[config.mk]
export PLATFORM = sky130hd
export DESIGN_NAME = vmag_top
export DESIGN_NICKNAME = d
export VERILOG_FILES = /design/src/rtl/vmag_pkg.sv /design/src/rtl/vmag_scale.sv /design/src/rtl/vmag_ctrl.sv /design/src/rtl/vmag_agen.sv /design/src/rtl/vmag_top.sv
export SDC_FILE = /design/constraint.sdc
export NUM_CORES = 1
export LEC_CHECK = 0
export CORE_UTILIZATION = 31
export CTS_CLUSTER_DIAMETER = 40
export DETAILED_ROUTE_END_ITERATION = 10
export PLACE_DENSITY = 0.52
export SYNTH_ARGS = -nofsm -noshare
export SYNTH_HDL_FRONTEND = slang
export SYNTH_SLANG_ARGS = --single-unit
[constraint.sdc]
create_clock -name clk -period 9 [get_ports clk]
set_input_delay 1.8 -clock clk [delete_from_list [all_inputs] [get_ports clk]]
set_output_delay 1.8 -clock clk [all_outputs]
set_load 0.03 [all_outputs]
[src/rtl/vmag_pkg.sv]
package vmag_pkg;

   typedef enum logic [1:0] {
      AM_UNIT   = 2'd0,
      AM_STRIDE = 2'd1,
      AM_INDEX  = 2'd2,
      AM_ALT    = 2'd3
   } amode_e;

endpackage

[src/rtl/vmag_scale.sv]
// Sign-extends an element offset to address width and scales it by the
// element size; a shift is used when the size is a power of two.
module vmag_scale #(
   parameter int ADDR_W     = 32,
   parameter int OFF_W      = 32,
   parameter int ELEM_BYTES = 8
) (
   input  logic signed [OFF_W-1:0]  off_i,
   output logic        [ADDR_W-1:0] scaled_o
);
   localparam bit IS_POW2 = (ELEM_BYTES & (ELEM_BYTES - 1)) == 0;
   localparam int SH      = $clog2(ELEM_BYTES);

   logic signed [ADDR_W-1:0] ext;
   assign ext = ADDR_W'(off_i);

   generate
      if (IS_POW2) begin : g_shift
         assign scaled_o = ext <<< SH;
      end else begin : g_mul
         assign scaled_o = ext * ADDR_W'(ELEM_BYTES);
      end
   endgenerate
endmodule

[src/rtl/vmag_ctrl.sv]
// Operation sequencing: command acceptance, length clamp, issue count,
// completion pulse.
module vmag_ctrl #(
   parameter int MAX_VL = 64,
   parameter int VL_W   = 7
) (
   input  logic            clk,
   input  logic            rst_n,
   input  logic            start_i,
   input  logic [VL_W-1:0] vl_i,
   input  logic            load_i,
   input  logic            last_fire_i,
   output logic            accept_o,
   output logic            busy_o,
   output logic            more_o,
   output logic [VL_W-1:0] issued_o,
   output logic            done_o
);
   localparam logic [VL_W-1:0] VL_MAX = VL_W'(MAX_VL);

   logic [VL_W-1:0] vl_c;
   logic [VL_W-1:0] vl_q;

   assign vl_c     = (vl_i > VL_MAX) ? VL_MAX : vl_i;
   assign accept_o = start_i && !busy_o;
   assign more_o   = issued_o < vl_q;

   always_ff @(posedge clk or negedge rst_n) begin
      if (!rst_n) begin
         busy_o   <= 1'b0;
         vl_q     <= '0;
         issued_o <= '0;
         done_o   <= 1'b0;
      end else begin
         if (accept_o) begin
            busy_o   <= (vl_c != '0);
            vl_q     <= vl_c;
            issued_o <= '0;
            done_o   <= (vl_c == '0);
         end else begin
            done_o <= last_fire_i;
            if (last_fire_i) busy_o <= 1'b0;
            if (load_i) issued_o <= issued_o + 1'b1;
         end
      end
   end
endmodule

[src/rtl/vmag_agen.sv]
// Address accumulator plus the one-entry output register.
module vmag_agen #(
   parameter int ADDR_W = 32,
   parameter int VL_W   = 7,
   parameter int EL_W   = 6
) (
   input  logic              clk,
   input  logic              rst_n,
   input  logic              accept_i,
   input  logic [ADDR_W-1:0] base_i,
   input  logic [ADDR_W-1:0] base_q_i,
   input  logic [ADDR_W-1:0] step_i,
   input  logic              load_i,
   input  logic              use_idx_i,
   input  logic [ADDR_W-1:0] idx_off_i,
   input  logic              ready_i,
   input  logic [VL_W-1:0]   issued_i,
   output logic              valid_o,
   output logic [ADDR_W-1:0] addr_o,
   output logic [EL_W-1:0]   elem_o
);
   logic [ADDR_W-1:0] acc;
   logic [ADDR_W-1:0] step_q;
   logic [ADDR_W-1:0] next_addr;

   assign next_addr = use_idx_i ? (base_q_i + idx_off_i) : acc;

   always_ff @(posedge clk or negedge rst_n) begin
      if (!rst_n) begin
         acc     <= '0;
         step_q  <= '0;
         valid_o <= 1'b0;
         addr_o  <= '0;
         elem_o  <= '0;
      end else begin
         if (accept_i) begin
            acc    <= base_i;
            step_q <= step_i;
         end else if (load_i && !use_idx_i) begin
            acc <= acc + step_q;
         end
         if (load_i) begin
            valid_o <= 1'b1;
            addr_o  <= next_addr;
            elem_o  <= EL_W'(issued_i);
         end else if (ready_i) begin
            valid_o <= 1'b0;
         end
      end
   end
endmodule

[src/rtl/vmag_top.sv]
module vmag_top
   import vmag_pkg::*;
#(
   parameter int ADDR_W     = 32,
   parameter int OFF_W      = 32,
   parameter int MAX_VL     = 64,
   parameter int ELEM_BYTES = 8,
   localparam int VL_W      = $clog2(MAX_VL + 1),
   localparam int EL_W      = (MAX_VL > 1) ? $clog2(MAX_VL) : 1
) (
   input  logic              clk,
   input  logic              rst_n,
   input  logic              start_i,
   input  logic [1:0]        mode_i,
   input  logic [ADDR_W-1:0] base_i,
   input  logic [OFF_W-1:0]  stride_i,
   input  logic [VL_W-1:0]   vl_i,
   input  logic              idx_valid_i,
   input  logic [OFF_W-1:0]  idx_data_i,
   output logic              idx_ready_o,
   output logic              addr_valid_o,
   input  logic              addr_ready_i,
   output logic [ADDR_W-1:0] addr_o,
   output logic [EL_W-1:0]   elem_o,
   output logic              done_o
);
   generate
      if (MAX_VL < 1) begin : g_bad_vl
         $error("MAX_VL must be at least 1");
      end
      if (ELEM_BYTES < 1) begin : g_bad_eb
         $error("ELEM_BYTES must be at least 1");
      end
      if (OFF_W > ADDR_W) begin : g_bad_off
         $error("OFF_W must not exceed ADDR_W");
      end
   endgenerate

   localparam logic [ADDR_W-1:0] UNIT_STEP = ADDR_W'(ELEM_BYTES);

   amode_e            mode_q;
   logic [ADDR_W-1:0] base_q;
   logic              accept, busy, more, load, fire, last_fire, slot_free, is_idx;
   logic [VL_W-1:0]   issued;
   logic [ADDR_W-1:0] stride_sc, idx_sc, step_sel;

   vmag_scale #(.ADDR_W(ADDR_W), .OFF_W(OFF_W), .ELEM_BYTES(ELEM_BYTES)) u_sc_stride (
      .off_i    (stride_i),
      .scaled_o (stride_sc)
   );

   vmag_scale #(.ADDR_W(ADDR_W), .OFF_W(OFF_W), .ELEM_BYTES(ELEM_BYTES)) u_sc_index (
      .off_i    (idx_data_i),
      .scaled_o (idx_sc)
   );

   assign step_sel  = (mode_i == AM_STRIDE) ? stride_sc : UNIT_STEP;
   assign is_idx    = (mode_q == AM_INDEX);
   assign slot_free = !addr_valid_o || addr_ready_i;
   assign load      = busy && more && slot_free && (!is_idx || idx_valid_i);
   assign fire      = addr_valid_o && addr_ready_i;
   assign last_fire = fire && !more;
   assign idx_ready_o = busy && is_idx && more && slot_free;

   always_ff @(posedge clk or negedge rst_n) begin
      if (!rst_n) begin
         mode_q <= AM_UNIT;
         base_q <= '0;
      end else if (accept) begin
         mode_q <= amode_e'(mode_i);
         base_q <= base_i;
      end
   end

   vmag_ctrl #(.MAX_VL(MAX_VL), .VL_W(VL_W)) u_ctrl (
      .clk         (clk),
      .rst_n       (rst_n),
      .start_i     (start_i),
      .vl_i        (vl_i),
      .load_i      (load),
      .last_fire_i (last_fire),
      .accept_o    (accept),
      .busy_o      (busy),
      .more_o      (more),
      .issued_o    (issued),
      .done_o      (done_o)
   );

   vmag_agen #(.ADDR_W(ADDR_W), .VL_W(VL_W), .EL_W(EL_W)) u_agen (
      .clk       (clk),
      .rst_n     (rst_n),
      .accept_i  (accept),
      .base_i    (base_i),
      .base_q_i  (base_q),
      .step_i    (step_sel),
      .load_i    (load),
      .use_idx_i (is_idx),
      .idx_off_i (idx_sc),
      .ready_i   (addr_ready_i),
      .issued_i  (issued),
      .valid_o   (addr_valid_o),
      .addr_o    (addr_o),
      .elem_o    (elem_o)
   );
endmodule

==> results.sh <==
export IMPL_routed_wl_microns=25380
export IMPL_wl_met2_microns=11060
export IMPL_endpoint_kind="output port"
export IMPL_async_flop_share_pct=100.0
export IMPL_cts_max_path_buffers=2
export IMPL_slowest_delay_ns=0.68
export IMPL_drive_above_1_share_pct=5.106
export IMPL_netSwitchingPower_mw=1.928
export IMPL_grt_max_degree=86
export IMPL_switching_share_pct=44.08
export IMPL_drc=0
export IMPL_crit_buf_inv=2
export IMPL_firstDrtPassIters=5
export IMPL_start_util_pct=31.70
export IMPL_clk_pin_slew_ns=0.06
export IMPL_place_ws_ns=3.824
export IMPL_grt_pass1_wl_microns=40080
export IMPL_grt_setup_unrepaired="no"
export IMPL_rows=61
export IMPL_track_usage_pct=17.84
export IMPL_synth_top_area_share_pct=42.27
export IMPL_finClkSkew_ns=0.01236
export IMPL_fin_nets=1298
export IMPL_hold_buffers=0
export IMPL_antenna_found_initial=0
export IMPL_synthesis_instances=999
export IMPL_wl_met3_microns=1045
export IMPL_syn_num_nets=1174
export IMPL_numPortBuffers=144
export IMPL_cp_top_family="buffers and inverters"
export IMPL_slew_headroom_pct=41.41
export IMPL_final_cell_mix="184 x nand2_1, 150 x dfrtp_1, 143 x clkdlybuf4s50_1"
export IMPL_combPwrFrac_pct=54.4
export IMPL_fmax_mhz=191.8
export IMPL_ys_seq_elements=150
export IMPL_worst_slew_pin_slew_ns=0.8789
export IMPL_final_common_cell="nand2_1"
export IMPL_pin_count=151
export IMPL_viasPerCell=5.023
export IMPL_wl_met1_microns=12840
export IMPL_finalCriticalPeriod_ns=5.213
export IMPL_power_density_nw_per_um2=385.7
export IMPL_place_congestion=0.8488
export IMPL_cts_root_buf="clkbuf_16"
export IMPL_cts_setup_buffers=0
export IMPL_cts_buffers=17
export IMPL_top_layer="met4"
export IMPL_die_area_sq_um=29320
export IMPL_antenna_left=0
export IMPL_cp_cell_sequence="clkdlybuf4s50_1 -> nand2b_1 -> nand3_1 -> nor2_1 -> clkdlybuf4s50_1"
export IMPL_synth_seq_area_share_pct=42.27
export IMPL_intPower_mw=2.446
export IMPL_hold_viol_final=0
export IMPL_required_ns=7.20
export IMPL_pwr_share_seq_pct=27.8
export IMPL_ys_warn_count=0
export IMPL_path_class="input pin to output port"
export IMPL_leakage_nw=5.220
export IMPL_synth_area_sq_um=8880
export IMPL_synth_edf_count=0
export IMPL_areaGrowthSynthToFinish_pct=27.72
export IMPL_cap_violations=0
export IMPL_die_x_microns=171.2
export IMPL_ys_top_cells_by_area="dfrtp_1 42%, ha_1 8.9%, nand2_1 7.8%"
export IMPL_syn_avg_cell_area_sq_um=8.889
export IMPL_critPathArrivalTime_ns=3.41
export IMPL_ys_types=61
export IMPL_cts_resized_gates=0
export IMPL_core_area_sq_um=28010
export IMPL_crit_top_cell="clkdlybuf4s50_1"
export IMPL_avgRoutedWirePerCell_microns=16.76
export IMPL_grt_pass1_vias=7381
export IMPL_postLayoutSetupSlackWorst_ns=3.787
export IMPL_cpMaxStageDelayCell="clkdlybuf4s50_1"
export IMPL_status="completed"
export IMPL_worstPathMaxFanout=5
export IMPL_slew_violations=0
export IMPL_drt_iter0_drc=476
export IMPL_htreeDepth=4
export IMPL_startpoint_type="input pin"
export IMPL_n_fill_cell=2843
export IMPL_clock_power_share_pct=17.8
export IMPL_peakVddDrop_v=0.0001576
export IMPL_hpwlAfterDp_microns=18400
export IMPL_die_height_microns=171.2
export IMPL_finalCritPeriodShare_pct=57.93
export IMPL_detailroute_via_count=7605
export IMPL_cts_sinks=150
export IMPL_setup_violations_final=0
export IMPL_synth_top_area_cell="dfrtp_1"
export IMPL_cts_tree="done"
export IMPL_hold_class="flop to flop"
export IMPL_clkLatencyLatePin_ns=0.43
export IMPL_n_antenna_cell=0
export IMPL_grt_overflow=0
export IMPL_synth_top_flop_cell="dfrtp_1"
export IMPL_tns_ns=0
[power by group through the flow]
stage / Combinational (mW) / Clock (mW) / Sequential, mW
2_1_floorplan: 1.60 / 0 / 1.31
3_3_place_gp: 2.36 / 0 / 1.22
3_5_place_dp: 2.39 / 0 / 1.23
4_1_cts: 2.40 / 0.802 / 1.21
5_1_grt: 2.68 / 0.827 / 1.25
6_report: 2.38 / 0.781 / 1.21
[cells in the mapped netlist, types with 3 or more instances]
cell,n
nor2b_1,10
mux2i_1,5
nor4_1,4
a22oi_1,8
or3_1,4
a21o_1,29
o21ai_1,3
nand3b_1,6
nor3b_1,4
a31oi_1,15
nand2_1,184
xnor2_1,25
dfrtp_1,150
nor2_1,79
nand2b_1,15
buf_1,5
xor2_1,22
and3_1,8
o31ai_1,4
clkbuf_1,38
buf_2,5
nor3_1,9
o21ai_0,63
inv_1,14
o211ai_1,5
nand3_1,23
o21a_1,4
and4_1,4
a21oi_1,93
nand4_1,12
o21bai_1,10
ha_1,63
a211oi_1,8
a22o_1,28
a211o_1,7
and2_1,3
[per-layer routing]
layer / global-route usage, % / vias to the layer above
li1: - / 3827
met1: 25.45 / 3566
met2: 27.47 / 186
met3: 2.646 / 26
met4: 6.017 / 0
met5: 0 / -
[final timing paths]
path                                                    from                             to  slack (ns)  depth (start not counted)
max in group asynchronous                              rst_n  u_agen.step_q[31]$_DFFE_PN0P_        6.24                          2
min in group asynchronous                              rst_n  u_agen.step_q[13]$_DFFE_PN0P_        1.39                          1
worst max-delay path                            addr_ready_i                    idx_ready_o        3.79                          5
worst min-delay path            u_agen.elem_o[0]$_DFFE_PN0P_   u_agen.elem_o[0]$_DFFE_PN0P_        0.47                          2
worst min register to register  u_agen.elem_o[0]$_DFFE_PN0P_   u_agen.elem_o[0]$_DFFE_PN0P_        0.47                          2
worst max register to register     u_agen.acc[3]$_DFFE_PN0P_     u_agen.acc[31]$_DFFE_PN0P_        5.41                         12
[registers in the layout, summed over array words and instances, names as in the netlist]
| signal | cells |
|---|---|
| u_ctrl.done_o | 1 |
| u_ctrl.issued_o | 7 |
| u_agen.elem_o | 6 |
| u_agen.step_q | 29 |
| u_agen.addr_o | 32 |
| base_q | 32 |
| u_agen.valid_o | 1 |
| mode_q | 2 |
| u_ctrl.busy_o | 1 |
| u_agen.acc | 32 |
| u_ctrl.vl_q | 7 |
[through the flow]
| step | std cells | instance area [sq um] | hold slack (ns) | utilization (%) | power, mW |
|---|---|---|---|---|---|
| 3_5_place_dp | 1482 | 10700 | 0.4610 | 38.20 | 3.612 |
| 2_1_floorplan | 999 | 8880 | 0.4398 | - | 2.901 |
| 5_1_grt | 1514 | 11340 | 0.4981 | 40.49 | 4.759 |
| 3_3_place_gp | 1482 | 10700 | 0.4598 | 38.20 | 3.583 |
| 6_report | 1514 | 11340 | 0.4716 | 40.49 | 4.375 |
| 4_1_cts | 1514 | 11340 | 0.4779 | 40.49 | 4.416 |
[cell type report]
| cell class | count | area [sq um] | share of cell area [%] |
|---|---|---|---|
| Clock buffer | 21 | 470.5 | 4.148 |
| Clock inverter | 11 | 171.4 | 1.511 |
| Inverter | 14 | 52.55 | 0.4634 |
| Multi-Input combinational cell | 787 | 4910 | 43.29 |
| Sequential cell | 150 | 3754 | 33.10 |
| Tap cell | 378 | 473.0 | 4.170 |
| Timing Repair Buffer | 153 | 1510 | 13.32 |
[worst reg2reg max path, cell delays in order (launching register included)]
cell and delay [ns]:
dfrtp_1 0.41, ha_1 0.24, fa_1 0.46, a211oi_2 0.25, o21bai_1 0.20, o211a_1 0.28
o21ai_2 0.18, a211oi_1 0.15, a2111oi_4 0.48, a31oi_1 0.20, a211o_1 0.38, o21bai_1 0.19
nand4_1 0.09
[kinds of logic after synthesis]
logic type	synth area share [%]
adders and majority gates	9.328
buffers and inverters	2.691
DFF	42.27
muxes	0.6904
and+or+nand+nor	18.73
AOI/OAI and AO/OA	21.66
xor gates and xnor gates	4.636
Power figures use the tool's default switching activity.
